File: config.mk
export PLATFORM = sky130hd
export DESIGN_NAME = rrf_fabric
export DESIGN_NICKNAME = d
export VERILOG_FILES = /design/src/rtl/rrf_pkg.sv /design/src/rtl/rrf_picker.sv /design/src/rtl/rrf_arbiter.sv /design/src/rtl/rrf_splitter.sv /design/src/rtl/rrf_fabric.sv
export SDC_FILE = /design/constraint.sdc
export NUM_CORES = 1
export LEC_CHECK = 0
export BUFFER_PORTS_ARGS = -buffer_cell sky130_fd_sc_hd__buf_2
export CAP_MARGIN = 30
export CORE_MARGIN = 4
export CORE_UTILIZATION = 42
export CTS_BUF_LIST = sky130_fd_sc_hd__clkbuf_4 sky130_fd_sc_hd__clkbuf_8 sky130_fd_sc_hd__clkbuf_16
export DETAILED_ROUTE_END_ITERATION = 10
export HOLD_SLACK_MARGIN = 0.12
export PLACE_DENSITY = 0.79
export RECOVER_POWER = 100
export SLEW_MARGIN = 10
export SYNTH_ARGS = -nofsm -noshare
export SYNTH_HDL_FRONTEND = slang
export SYNTH_SLANG_ARGS = --single-unit
export TNS_END_PERCENT = 10
File: constraint.sdc
create_clock -name clk -period 2.9 [get_ports clk]
set_input_delay 0.29 -clock clk [delete_from_list [all_inputs] [get_ports clk]]
set_output_delay 0.29 -clock clk [all_outputs]
set_load 0.05 [all_outputs]
File: src/rtl/rrf_pkg.sv
package rrf_pkg;

  typedef enum logic {
    ARB_IDLE = 1'b0,
    ARB_BUSY = 1'b1
  } arb_state_e;

endpackage

File: src/rtl/rrf_picker.sv
module rrf_picker #(
  parameter int N           = 3,
  parameter bit ROUND_ROBIN = 1'b1,
  localparam int IW         = (N > 1) ? $clog2(N) : 1
) (
  input  logic [N-1:0]  req_i,
  input  logic [IW-1:0] last_i,
  output logic          found_o,
  output logic [IW-1:0] idx_o
);

  generate
    if (ROUND_ROBIN) begin : g_rr
      // search begins one past the previous winner
      always_comb begin
        found_o = 1'b0;
        idx_o   = '0;
        for (int k = 0; k < N; k++) begin
          int c;
          c = (int'(last_i) + 1 + k) % N;
          if (!found_o && req_i[c]) begin
            found_o = 1'b1;
            idx_o   = IW'(c);
          end
        end
      end
    end else begin : g_fixed
      // lowest index wins
      always_comb begin
        found_o = 1'b0;
        idx_o   = '0;
        for (int k = 0; k < N; k++) begin
          if (!found_o && req_i[k]) begin
            found_o = 1'b1;
            idx_o   = IW'(k);
          end
        end
      end
    end
  endgenerate

endmodule

File: src/rtl/rrf_arbiter.sv
module rrf_arbiter
  import rrf_pkg::*;
#(
  parameter int NUM_MST     = 3,
  parameter int ADDR_W      = 8,
  parameter int DATA_W      = 8,
  parameter bit ROUND_ROBIN = 1'b1,
  localparam int IW         = (NUM_MST > 1) ? $clog2(NUM_MST) : 1
) (
  input  logic                        clk,
  input  logic                        rst,
  input  logic [NUM_MST-1:0]          m_rd_i,
  input  logic [NUM_MST-1:0]          m_wr_i,
  input  logic [NUM_MST*ADDR_W-1:0]   m_addr_i,
  input  logic [NUM_MST*DATA_W-1:0]   m_wdata_i,
  output logic [NUM_MST-1:0]          m_ack_o,
  output logic [NUM_MST*DATA_W-1:0]   m_rdata_o,
  output logic                        bus_rd_o,
  output logic                        bus_wr_o,
  output logic [ADDR_W-1:0]           bus_addr_o,
  output logic [DATA_W-1:0]           bus_wdata_o,
  input  logic                        bus_ack_i,
  input  logic [DATA_W-1:0]           bus_rdata_i
);

  arb_state_e                state_q;
  logic [IW-1:0]             owner_q;
  logic [IW-1:0]             last_q;
  logic [NUM_MST-1:0]        ack_q;
  logic [NUM_MST*DATA_W-1:0] rdata_q;
  logic                      cmd_rd_q, cmd_wr_q;
  logic [ADDR_W-1:0]         cmd_addr_q;
  logic [DATA_W-1:0]         cmd_wdata_q;

  logic [NUM_MST-1:0]        pending;
  logic                      pick_ok;
  logic [IW-1:0]             pick_idx;
  logic                      take;

  assign pending = m_rd_i | m_wr_i;

  rrf_picker #(
    .N           (NUM_MST),
    .ROUND_ROBIN (ROUND_ROBIN)
  ) u_picker (
    .req_i   (pending),
    .last_i  (last_q),
    .found_o (pick_ok),
    .idx_o   (pick_idx)
  );

  // a pending acknowledge blocks any new grant for that cycle
  assign take = (state_q == ARB_IDLE) && !(|ack_q) && pick_ok;

  always_ff @(posedge clk) begin
    if (rst) begin
      state_q     <= ARB_IDLE;
      owner_q     <= '0;
      last_q      <= IW'(NUM_MST - 1);
      ack_q       <= '0;
      rdata_q     <= '0;
      cmd_rd_q    <= 1'b0;
      cmd_wr_q    <= 1'b0;
      cmd_addr_q  <= '0;
      cmd_wdata_q <= '0;
    end else begin
      cmd_rd_q <= 1'b0;
      cmd_wr_q <= 1'b0;
      ack_q    <= '0;
      rdata_q  <= '0;
      case (state_q)
        ARB_IDLE: begin
          if (take) begin
            owner_q     <= pick_idx;
            last_q      <= pick_idx;
            cmd_rd_q    <= m_rd_i[pick_idx];
            cmd_wr_q    <= m_wr_i[pick_idx] & ~m_rd_i[pick_idx];
            cmd_addr_q  <= m_addr_i[pick_idx*ADDR_W +: ADDR_W];
            cmd_wdata_q <= m_wdata_i[pick_idx*DATA_W +: DATA_W];
            state_q     <= ARB_BUSY;
          end
        end
        default: begin
          if (bus_ack_i) begin
            ack_q[owner_q]                   <= 1'b1;
            rdata_q[owner_q*DATA_W +: DATA_W] <= bus_rdata_i;
            state_q                          <= ARB_IDLE;
          end
        end
      endcase
    end
  end

  assign m_ack_o     = ack_q;
  assign m_rdata_o   = rdata_q;
  assign bus_rd_o    = cmd_rd_q;
  assign bus_wr_o    = cmd_wr_q;
  assign bus_addr_o  = cmd_addr_q;
  assign bus_wdata_o = cmd_wdata_q;

  AST_SINGLE_CMD: assert property (@(posedge clk) disable iff (rst)
    (cmd_rd_q | cmd_wr_q) |=> !(cmd_rd_q | cmd_wr_q));

  AST_ACK_ONLY_BUSY: assert property (@(posedge clk) disable iff (rst)
    bus_ack_i |-> (state_q == ARB_BUSY));

  AST_ACK_ONEHOT: assert property (@(posedge clk) disable iff (rst)
    $onehot0(ack_q));

  AST_RDATA_QUIET: assert property (@(posedge clk) disable iff (rst)
    !(|ack_q) |-> (rdata_q == '0));

  AST_NO_GRANT_ON_ACK: assert property (@(posedge clk) disable iff (rst)
    (|ack_q) |=> !(cmd_rd_q | cmd_wr_q));

endmodule

File: src/rtl/rrf_splitter.sv
module rrf_splitter #(
  parameter int NUM_SLV     = 4,
  parameter int ADDR_W      = 8,
  parameter int DATA_W      = 8,
  parameter int REGION_BITS = 5,
  localparam int RW         = ADDR_W - REGION_BITS
) (
  input  logic                       clk,
  input  logic                       rst,
  input  logic                       bus_rd_i,
  input  logic                       bus_wr_i,
  input  logic [ADDR_W-1:0]          bus_addr_i,
  input  logic [DATA_W-1:0]          bus_wdata_i,
  output logic                       bus_ack_o,
  output logic [DATA_W-1:0]          bus_rdata_o,
  output logic [NUM_SLV-1:0]         s_rd_o,
  output logic [NUM_SLV-1:0]         s_wr_o,
  output logic [ADDR_W-1:0]          s_addr_o,
  output logic [DATA_W-1:0]          s_wdata_o,
  input  logic [NUM_SLV-1:0]         s_ack_i,
  input  logic [NUM_SLV*DATA_W-1:0]  s_rdata_i
);

  logic [RW-1:0]      region;
  logic [NUM_SLV-1:0] hit;
  logic               miss;
  logic               dflt_ack_q;

  assign region = bus_addr_i[ADDR_W-1:REGION_BITS];

  genvar gi;
  generate
    for (gi = 0; gi < NUM_SLV; gi++) begin : g_port
      assign hit[gi]    = (region == RW'(gi));
      assign s_rd_o[gi] = bus_rd_i & hit[gi];
      assign s_wr_o[gi] = bus_wr_i & hit[gi];
    end
  endgenerate

  assign s_addr_o  = bus_addr_i;
  assign s_wdata_o = bus_wdata_i;
  assign miss      = (bus_rd_i | bus_wr_i) & ~(|hit);

  // default responder for addresses no slave claims
  always_ff @(posedge clk) begin
    if (rst) dflt_ack_q <= 1'b0;
    else     dflt_ack_q <= miss;
  end

  // response merge: idle ports contribute zeros
  always_comb begin
    bus_ack_o   = dflt_ack_q;
    bus_rdata_o = '0;
    for (int i = 0; i < NUM_SLV; i++) begin
      bus_ack_o   = bus_ack_o | s_ack_i[i];
      bus_rdata_o = bus_rdata_o | s_rdata_i[i*DATA_W +: DATA_W];
    end
  end

  AST_STROBE_ONEHOT: assert property (@(posedge clk) disable iff (rst)
    $onehot0(s_rd_o | s_wr_o));

  AST_DFLT_AFTER_CMD: assert property (@(posedge clk) disable iff (rst)
    dflt_ack_q |-> $past(bus_rd_i | bus_wr_i));

endmodule

File: src/rtl/rrf_fabric.sv
module rrf_fabric #(
  parameter int NUM_MST     = 3,
  parameter int NUM_SLV     = 4,
  parameter int ADDR_W      = 8,
  parameter int DATA_W      = 8,
  parameter int REGION_BITS = 5,
  parameter bit ROUND_ROBIN = 1'b1
) (
  input  logic                        clk,
  input  logic                        rst,
  input  logic [NUM_MST-1:0]          m_rd,
  input  logic [NUM_MST-1:0]          m_wr,
  input  logic [NUM_MST*ADDR_W-1:0]   m_addr,
  input  logic [NUM_MST*DATA_W-1:0]   m_wdata,
  output logic [NUM_MST-1:0]          m_ack,
  output logic [NUM_MST*DATA_W-1:0]   m_rdata,
  output logic [NUM_SLV-1:0]          s_rd,
  output logic [NUM_SLV-1:0]          s_wr,
  output logic [ADDR_W-1:0]           s_addr,
  output logic [DATA_W-1:0]           s_wdata,
  input  logic [NUM_SLV-1:0]          s_ack,
  input  logic [NUM_SLV*DATA_W-1:0]   s_rdata
);

  logic              bus_rd, bus_wr, bus_ack;
  logic [ADDR_W-1:0] bus_addr;
  logic [DATA_W-1:0] bus_wdata, bus_rdata;

  rrf_arbiter #(
    .NUM_MST     (NUM_MST),
    .ADDR_W      (ADDR_W),
    .DATA_W      (DATA_W),
    .ROUND_ROBIN (ROUND_ROBIN)
  ) u_arbiter (
    .clk         (clk),
    .rst         (rst),
    .m_rd_i      (m_rd),
    .m_wr_i      (m_wr),
    .m_addr_i    (m_addr),
    .m_wdata_i   (m_wdata),
    .m_ack_o     (m_ack),
    .m_rdata_o   (m_rdata),
    .bus_rd_o    (bus_rd),
    .bus_wr_o    (bus_wr),
    .bus_addr_o  (bus_addr),
    .bus_wdata_o (bus_wdata),
    .bus_ack_i   (bus_ack),
    .bus_rdata_i (bus_rdata)
  );

  rrf_splitter #(
    .NUM_SLV     (NUM_SLV),
    .ADDR_W      (ADDR_W),
    .DATA_W      (DATA_W),
    .REGION_BITS (REGION_BITS)
  ) u_splitter (
    .clk         (clk),
    .rst         (rst),
    .bus_rd_i    (bus_rd),
    .bus_wr_i    (bus_wr),
    .bus_addr_i  (bus_addr),
    .bus_wdata_i (bus_wdata),
    .bus_ack_o   (bus_ack),
    .bus_rdata_o (bus_rdata),
    .s_rd_o      (s_rd),
    .s_wr_o      (s_wr),
    .s_addr_o    (s_addr),
    .s_wdata_o   (s_wdata),
    .s_ack_i     (s_ack),
    .s_rdata_i   (s_rdata)
  );

endmodule

==> results of run 1 <==
[cell usage after synthesis (2+ instances only)]
| cell | count |
|---|---|
| sky130_fd_sc_hd__a21oi_1 | 5 |
| sky130_fd_sc_hd__nand2b_1 | 7 |
| sky130_fd_sc_hd__nand2_1 | 19 |
| sky130_fd_sc_hd__a211oi_1 | 2 |
| sky130_fd_sc_hd__dfxtp_1 | 50 |
| sky130_fd_sc_hd__o21bai_1 | 2 |
| sky130_fd_sc_hd__ha_1 | 6 |
| sky130_fd_sc_hd__and2_1 | 4 |
| sky130_fd_sc_hd__nor3b_1 | 3 |
| sky130_fd_sc_hd__nor2_1 | 40 |
| sky130_fd_sc_hd__o221ai_1 | 6 |
| sky130_fd_sc_hd__nor3_1 | 3 |
| sky130_fd_sc_hd__a311oi_1 | 2 |
| sky130_fd_sc_hd__o21a_1 | 2 |
| sky130_fd_sc_hd__o221ai_2 | 10 |
| sky130_fd_sc_hd__buf_6 | 2 |
| sky130_fd_sc_hd__nand4_1 | 2 |
| sky130_fd_sc_hd__nor4_1 | 9 |
| sky130_fd_sc_hd__clkbuf_1 | 2 |
| sky130_fd_sc_hd__mux2i_1 | 16 |
| sky130_fd_sc_hd__inv_1 | 20 |
| sky130_fd_sc_hd__nand3b_1 | 2 |
| sky130_fd_sc_hd__buf_2 | 2 |
[registers in the layout, indices dropped and copies added, names as in the netlist]
register and cells:
u_arbiter.m_rdata_o 24, u_arbiter.bus_addr_o 8, u_arbiter.bus_wdata_o 8, u_arbiter.m_ack_o 3, u_arbiter.last_q 2, u_arbiter.bus_rd_o 1, u_arbiter.bus_wr_o 1, u_arbiter.owner_q 1
u_arbiter.state_q 1, u_splitter.dflt_ack_q 1
[tightest hold or removal path, stage by stage]
cell                     delay, ps
sky130_fd_sc_hd__buf_2          70
sky130_fd_sc_hd__nor4_1         50
sky130_fd_sc_hd__nor2_1         80
[final timing paths]
kind                                    to  slack [ps]  cells after the start
hold / removal     u_arbiter.m_rdata_o[23]         220                      3
setup reg to reg  u_arbiter.bus_wdata_o[4]         300                      9
hold reg to reg    u_arbiter.bus_addr_o[1]         470                      2
setup / recovery  u_arbiter.bus_wdata_o[4]         300                      9
[cells in the final DEF (no fill, tap or decap), types with 3 or more instances in the layout]
cell,synthesis,routed
sky130_fd_sc_hd__mux2i_1,16,16
sky130_fd_sc_hd__nand2b_1,7,7
sky130_fd_sc_hd__a21oi_1,5,5
sky130_fd_sc_hd__clkbuf_8,0,6
sky130_fd_sc_hd__clkbuf_1,2,51
sky130_fd_sc_hd__o221ai_1,6,13
sky130_fd_sc_hd__dfxtp_1,50,50
sky130_fd_sc_hd__nor2_1,40,40
sky130_fd_sc_hd__nor3b_1,3,3
sky130_fd_sc_hd__o221ai_2,10,3
sky130_fd_sc_hd__nand2_1,19,19
sky130_fd_sc_hd__nor3_1,3,3
sky130_fd_sc_hd__inv_1,20,20
sky130_fd_sc_hd__buf_2,2,91
sky130_fd_sc_hd__nor4_1,9,9
sky130_fd_sc_hd__ha_1,6,6
sky130_fd_sc_hd__and2_0,0,4
sky130_fd_sc_hd__buf_4,1,4
[kinds of logic after synthesis]
kind of cell / count (synthesis)
AND/OR/NAND/NOR: 94
flip-flops: 50
AO/OA/AOI/OAI: 42
buffers and inverters: 29
multiplexers: 16
adder cells (fa/ha/maj): 6
[per-stage QoR]
| stage | cells | instance area (um2) | hold slack [ps] |
|---|---|---|---|
| final | 453 | 3017 | 224.4 |
| after detailed placement | 445 | 3003 | 447.6 |
| after global placement | 445 | 3003 | 442.0 |
| after global routing | 453 | 3017 | 230.7 |
| after CTS | 453 | 3124 | 221.1 |
| after floorplan | 237 | 2242 | 431.9 |
[area by class of cell]
class	count	area, um2	share of cell area
Tap cell	70	87.58	0.02903
Inverter	21	78.83	0.02613
Clock inverter	2	38.79	0.01286
Timing Repair Buffer	146	676.9	0.2244
Clock buffer	6	82.58	0.02737
Sequential cell	50	1001	0.3318
Multi-Input combinational cell	158	1051	0.3484
[routing by layer]
layer / vias to the layer above / wire length (um)
met4: 0 / 105
met3: 8 / 510
met1: 997 / 2527
met2: 81 / 3239
met5: - / 0
li1: 1128 / -
[power breakdown]
group | total, uW | internal, uW | switching (uW)
logic | 1380 | 444 | 935
registers | 910 | 825 | 84.8
clock network | 516 | 284 | 232
total | 2800 | 1550 | 1250
==> tab_implementation.tex, run 1 <==
\begin{tabular}{lr}
\hline
Metric & Value \\
\hline
\multicolumn{2}{l}{\textbf{Critical path}} \\
\quad Largest stage delay on the critical path & 390 ps \\
\quad Worst-path cell with the longest stage delay & sky130\_fd\_sc\_hd\_\_dfxtp\_1 \\
\quad Crit-path cells & inv\_1 > ha\_1 > o21ai\_0 > o2111a\_1 > o211ai\_2 > and2\_0 > nand3b\_1 > buf\_4 > o221ai\_1 \\
\quad Startpoint type of the worst setup path & flop \\
\quad Max FO, Critical Path & 10 \\
\quad Reg-to-Reg Start & u\_arbiter.last\_q[0] \\
\quad First element of the critical path & u\_arbiter.last\_q[0] \\
\quad Crit path arrival time & 2820 ps \\
\quad Family with the most delay on the worst path & compound AO/OA/AOI/OAI gates \\
\quad Worst setup path category & flop to flop \\
\quad Crit path required time & 3120 ps \\
\quad Critical Path Sink Type & flop \\
\quad CP bufs+invs & 2 \\
\multicolumn{2}{l}{\textbf{Yosys}} \\
\quad Area share of the largest cell type after synthesis & 0.4464 \\
\quad Sequential fraction of the synthesis area & 0.4464 \\
\quad Post-synthesis share of cell area spent on xor and xnor gates & 0 \\
\quad Most area-hungry cell type in the Yosys netlist & sky130\_fd\_sc\_hd\_\_dfxtp\_1 \\
\quad Syn\_nets & 335 \\
\quad Synth top area cells & sky130\_fd\_sc\_hd\_\_dfxtp\_1, sky130\_fd\_sc\_hd\_\_mux2i\_1, sky130\_fd\_sc\_hd\_\_nor2\_1 \\
\quad EDFF count, synth & 0 \\
\quad Post-Synth Simple-Gate Area & 0.2020 \\
\quad Area fraction in compound gates after synthesis & 0.1814 \\
\quad Synth warn & 0 \\
\quad Predominant post-synthesis flop cell & sky130\_fd\_sc\_hd\_\_dfxtp\_1 \\
\quad Post-synth design cell area & 2242 um2 \\
\quad Distinct cells, synth & 44 \\
\quad Post-synthesis sequential element count & 50 \\
\quad Number of standard cells after synthesis & 237 \\
\quad Per-instance average area after synthesis & 9.461 um2 \\
\quad Multiplexer area fraction after synthesis & 0.07143 \\
\quad Asr flop ratio synth & 0 \\
\quad Main combinational cell family by area after synthesis & simple AND/OR/NAND/NOR gates \\
\quad Adder-cell area share of the yosys netlist & 0.03348 \\
\multicolumn{2}{l}{\textbf{Power}} \\
\quad Worst-case vdd ir drop & 511.5 uV \\
\quad Pleak & 0.001439 uW \\
\quad PwrDens & 929.8 nW/um2 \\
\quad Power, Total & 2805 uW \\
\multicolumn{2}{l}{\textbf{Global routing}} \\
\quad Number of global-route vias before repair & 2041 \\
\quad First-pass GRT wire length & 9315 um \\
\quad M3 GR Usage & 0.04324 \\
\quad Aggregate global routing overflow & 0 \\
\quad Global routing's busiest layer & met2 \\
\quad Pin count of the biggest net entering global routing & 17 \\
\quad Antenna violations before repair & 0 \\
\quad Met1 Resource Use GR & 0.2087 \\
\quad Global routing met2 resource utilization & 0.3317 \\
\quad Gr usage total & 0.1821 \\
\multicolumn{2}{l}{\textbf{Clocking}} \\
\quad \# clock sinks & 50 \\
\quad CTS clk-pin slew, worst paths & 90 ps \\
\quad CTS root buffer & sky130\_fd\_sc\_hd\_\_clkbuf\_8 \\
\quad CTS tree & built \\
\quad Post-cts resize count & 0 \\
\quad Cts-stage hold buffer count & 0 \\
\quad CTS Buf Count & 5 \\
\quad \# H-tree levels & 2 \\
\quad Maximum count of clock buffers along a single path & 2 \\
\quad Insertion delay of the later-clocked pin in the worst-skew pair & 300 ps \\
\quad Number of buffers added for setup after CTS & 0 \\
\multicolumn{2}{l}{\textbf{Layout}} \\
\quad Count of antenna diodes in the layout & 0 \\
\quad Layout Nets & 480 \\
\quad Share of cells above drive strength 1 & 0.2950 \\
\quad Final cell utilization of the core & 0.5869 \\
\quad Total of fill cells in the finished design & 474 \\
\quad P\&R area growth vs syn & 34.54\% \\
\multicolumn{2}{l}{\textbf{STA}} \\
\quad Worst clock skew & 9.382 ps \\
\quad Final cycle utilization of the critical path & 0.8979 \\
\quad Final setup slack of the worst path & 296.0 ps \\
\quad Fin. max-slew vios & 0 \\
\quad Number of hold violations in the final report & 0 \\
\quad Sum Neg Setup Slack & 0 ps \\
\quad Final setup viols & 0 \\
\quad Rel. slew slack & 0.5724 \\
\quad Maximum operating frequency & 0.3840 GHz \\
\quad RSZ-0062 raised after global routing & false \\
\quad Worst Tran Pin Value & 644.2 ps \\
\quad Final critical-path required period & 2604 ps \\
\multicolumn{2}{l}{\textbf{Drt}} \\
\quad Router iterations before antenna repair & 4 \\
\quad Final ANT Viol Nets & 0 \\
\quad Via density & 4.887 \\
\quad Detail-routed net length per standard cell & 14.09 um \\
\quad Via count & 2214 \\
\quad Initial DRC Count & 51 \\
\quad Overall routed net length & 6383 um \\
\quad Residual DRC & 0 \\
\multicolumn{2}{l}{\textbf{Placed design}} \\
\quad Placement-stage worst setup slack & 422.5 ps \\
\quad Post-DP HPWL & 5128 um \\
\quad Final weighted congestion in routability-driven placement & 0.9570 \\
\quad Number of port buffers & 142 \\
\multicolumn{2}{l}{\textbf{Die}} \\
\quad Initial Util & 0.4362 \\
\quad Vertical extent of the die & 81.07 um \\
\quad Core area & 5140 um2 \\
\quad \# IOs & 143 \\
\quad Site Rows & 26 \\
\quad Die boundary width & 81.07 um \\
\quad Die Footprint & 6572 um2 \\
\multicolumn{2}{l}{\textbf{Run status}} \\
\quad Run status & completed \\
\multicolumn{2}{l}{\textbf{Min path}} \\
\quad Worst hold start & s\_rdata[31] \\
\quad Kind of path behind the tightest hold check & input pin to flop \\
\multicolumn{2}{l}{\textbf{Job}} \\
\quad Count of max-cap constraint violations & 0 \\
\hline
\end{tabular}
Note: power is estimated with default switching activity, not from simulation.
==> inputs of run 2 (changes only) <==
--- a/config.mk
+++ b/config.mk
@@ -14,6 +14,7 @@
 export HOLD_SLACK_MARGIN = 0.12
 export PLACE_DENSITY = 0.79
 export RECOVER_POWER = 100
+export SETUP_SLACK_MARGIN = 0.3
 export SLEW_MARGIN = 10
 export SYNTH_ARGS = -nofsm -noshare
 export SYNTH_HDL_FRONTEND = slang
==> run 2 against run 1 <==
  * Via count is 0.45% higher
  * Cell area is 0.37% lower
  * Largest cell class unchanged
  * Sequential share of layout area is 0.17 points higher
  * Global-route usage stayed put
  * Worst hold slack worse by 0.85 ps
  * Highest routed layer unchanged
  * Clock power is 0.8% higher
  * Register-to-register slack better by 200 ps
==> tab_implementation.tex, run 2 (same netlist as run 1, synthesis figures left out) <==
\begin{tabular}{lr}
\hline
Metric & Value \\
\hline
\multicolumn{2}{l}{\textbf{Die}} \\
\quad Die boundary width & 81.07 um \\
\quad Core area & 5140 um2 \\
\quad Site Rows & 26 \\
\quad \# IOs & 143 \\
\quad Die Footprint & 6572 um2 \\
\quad Vertical extent of the die & 81.07 um \\
\quad Initial Util & 0.4362 \\
\multicolumn{2}{l}{\textbf{Layout}} \\
\quad P\&R area growth vs syn & 34.04\% \\
\quad Layout Nets & 481 \\
\quad Number of flip-flops under the largest register name & 24 \\
\quad Most frequent standard cell in the layout excluding fill and tap cells & sky130\_fd\_sc\_hd\_\_buf\_2 \\
\quad Most frequent cells in the layout & sky130\_fd\_sc\_hd\_\_buf\_2, sky130\_fd\_sc\_hd\_\_clkbuf\_1, sky130\_fd\_sc\_hd\_\_dfxtp\_1 \\
\quad Count of antenna diodes in the layout & 0 \\
\quad Share of cells above drive strength 1 & 0.2839 \\
\multicolumn{2}{l}{\textbf{Global routing}} \\
\quad Gr usage total & 0.1821 \\
\quad Number of global-route vias before repair & 2041 \\
\quad Aggregate global routing overflow & 0 \\
\quad Antenna violations before repair & 0 \\
\quad First-pass GRT wire length & 9315 um \\
\quad Pin count of the biggest net entering global routing & 17 \\
\multicolumn{2}{l}{\textbf{Critical path}} \\
\quad Startpoint type of the worst setup path & flop \\
\quad CP bufs+invs & 2 \\
\quad Worst setup path category & flop to flop \\
\quad Largest stage delay on the critical path & 370 ps \\
\quad Worst-path cell with the longest stage delay & sky130\_fd\_sc\_hd\_\_dfxtp\_2 \\
\quad Crit path arrival time & 2630 ps \\
\quad Family with the most delay on the worst path & compound AO/OA/AOI/OAI gates \\
\quad Critical Path Sink Type & flop \\
\quad Crit path required time & 3120 ps \\
\quad Crit-path cells & inv\_1 > ha\_1 > o21ai\_1 > o2111a\_1 > o211ai\_1 > nand2\_1 > or3\_1 > buf\_4 > o221ai\_1 \\
\quad Max FO, Critical Path & 16 \\
\multicolumn{2}{l}{\textbf{STA}} \\
\quad Final critical-path required period & 2407 ps \\
\quad Rel. slew slack & 0.5732 \\
\quad Maximum operating frequency & 0.4154 GHz \\
\quad Final setup viols & 0 \\
\quad Number of hold violations in the final report & 0 \\
\quad RSZ-0062 raised after global routing & false \\
\quad Worst clock skew & 7.309 ps \\
\quad Final cycle utilization of the critical path & 0.8301 \\
\quad Fin. max-slew vios & 0 \\
\quad Worst Tran Pin Value & 643.0 ps \\
\quad Sum Neg Setup Slack & 0 ps \\
\multicolumn{2}{l}{\textbf{Power}} \\
\quad Pleak & 0.001438 uW \\
\quad Worst-case vdd ir drop & 511.5 uV \\
\quad Power, Total & 2799 uW \\
\quad PwrDens & 931.3 nW/um2 \\
\multicolumn{2}{l}{\textbf{Drt}} \\
\quad Met3 routed WL & 522 um \\
\quad Final ANT Viol Nets & 0 \\
\quad Overall routed net length & 6385 um \\
\quad Top layer in use & met4 \\
\quad Via density & 4.899 \\
\quad Via count & 2224 \\
\quad Detailed-routing wirelength on met1 & 2528 um \\
\quad Router iterations before antenna repair & 4 \\
\quad Met2 Wirelength & 3228 um \\
\quad Initial DRC Count & 57 \\
\quad Detail-routed net length per standard cell & 14.06 um \\
\quad Residual DRC & 0 \\
\multicolumn{2}{l}{\textbf{Min path}} \\
\quad Kind of path behind the tightest hold check & input pin to flop \\
\multicolumn{2}{l}{\textbf{Run status}} \\
\quad Run status & completed \\
\multicolumn{2}{l}{\textbf{Placed design}} \\
\quad Post-DP HPWL & 5128 um \\
\quad Final weighted congestion in routability-driven placement & 0.9570 \\
\quad Number of port buffers & 142 \\
\multicolumn{2}{l}{\textbf{Job}} \\
\quad Count of max-cap constraint violations & 0 \\
\multicolumn{2}{l}{\textbf{Clocking}} \\
\quad Insertion delay of the later-clocked pin in the worst-skew pair & 300 ps \\
\quad CTS Buf Count & 5 \\
\quad CTS tree & built \\
\quad Cts-stage hold buffer count & 0 \\
\quad Maximum count of clock buffers along a single path & 2 \\
\quad \# clock sinks & 50 \\
\quad CTS clk-pin slew, worst paths & 90 ps \\
\quad CTS root buffer & sky130\_fd\_sc\_hd\_\_clkbuf\_8 \\
\quad \# H-tree levels & 2 \\
\hline
\end{tabular}
## run 2: area by class of cell
type | instances | area (um2)
clock inverters | 2 | 38.79
fillers | 478 | 2135
inverters | 21 | 78.83
repair buffers | 147 | 684.4
multi-input cells | 158 | 1031
well taps | 70 | 87.58
clock buffers | 6 | 82.58
flip-flops and latches | 50 | 1002
## run 2: worst paths after layout
check	cells past startpoint	from	end	slack [ps]
hold reg to reg	2	u_arbiter.bus_addr_o[1]	u_arbiter.bus_addr_o[1]	470
setup / recovery	9	u_arbiter.last_q[0]	u_arbiter.bus_wdata_o[6]	490
setup reg to reg	9	u_arbiter.last_q[0]	u_arbiter.bus_wdata_o[6]	490
hold / removal	3	s_rdata[31]	u_arbiter.m_rdata_o[23]	220
## run 2: repair_timing
item | CTS | global route
gates resized for setup | 0 | 2
buffers inserted | 0 | 1
setup endpoints to repair | 0 | 16
endpoints found under the hold margin | 0 | 0
## run 2: metal layers
metal  global-route usage  vias up
met5                    0        -
met4              0.05743        0
met3              0.04324        8
met2               0.3317       86
met1               0.2087      999
li1                     -     1131
## run 2: stage by stage
stage / util / instance area (um2) / hold slack, ps / setup WS, ps / cells
after floorplan: - / 2242 / 431.9 / 702.2 / 237
after global placement: 0.5842 / 3003 / 442.0 / 525.5 / 445
after detailed placement: 0.5842 / 3003 / 447.6 / 422.5 / 445
after CTS: 0.6078 / 3124 / 221.1 / 392.1 / 453
after global routing: 0.5847 / 3005 / 230.7 / 233.3 / 454
final: 0.5847 / 3005 / 223.6 / 492.7 / 454
## run 2: worst reg2reg max path: cells and delay by family (launching register included)
| family | cells | cell delay [ps] |
|---|---|---|
| and+or+nand+nor | 2 | 510 |
| DFF | 1 | 370 |
| buffers and inverters | 2 | 330 |
| AOI/OAI and AO/OA | 4 | 810 |
| adders and majority gates | 1 | 330 |
## run 2: where the power goes
| group | leakage, uW | switching [uW] | internal (uW) |
|---|---|---|---|
| logic | 0.000968 | 924 | 443 |
| clock network | 0.0000618 | 236 | 284 |
| registers | 0.000408 | 84.8 | 826 |
| total | 0.00144 | 1250 | 1550 |
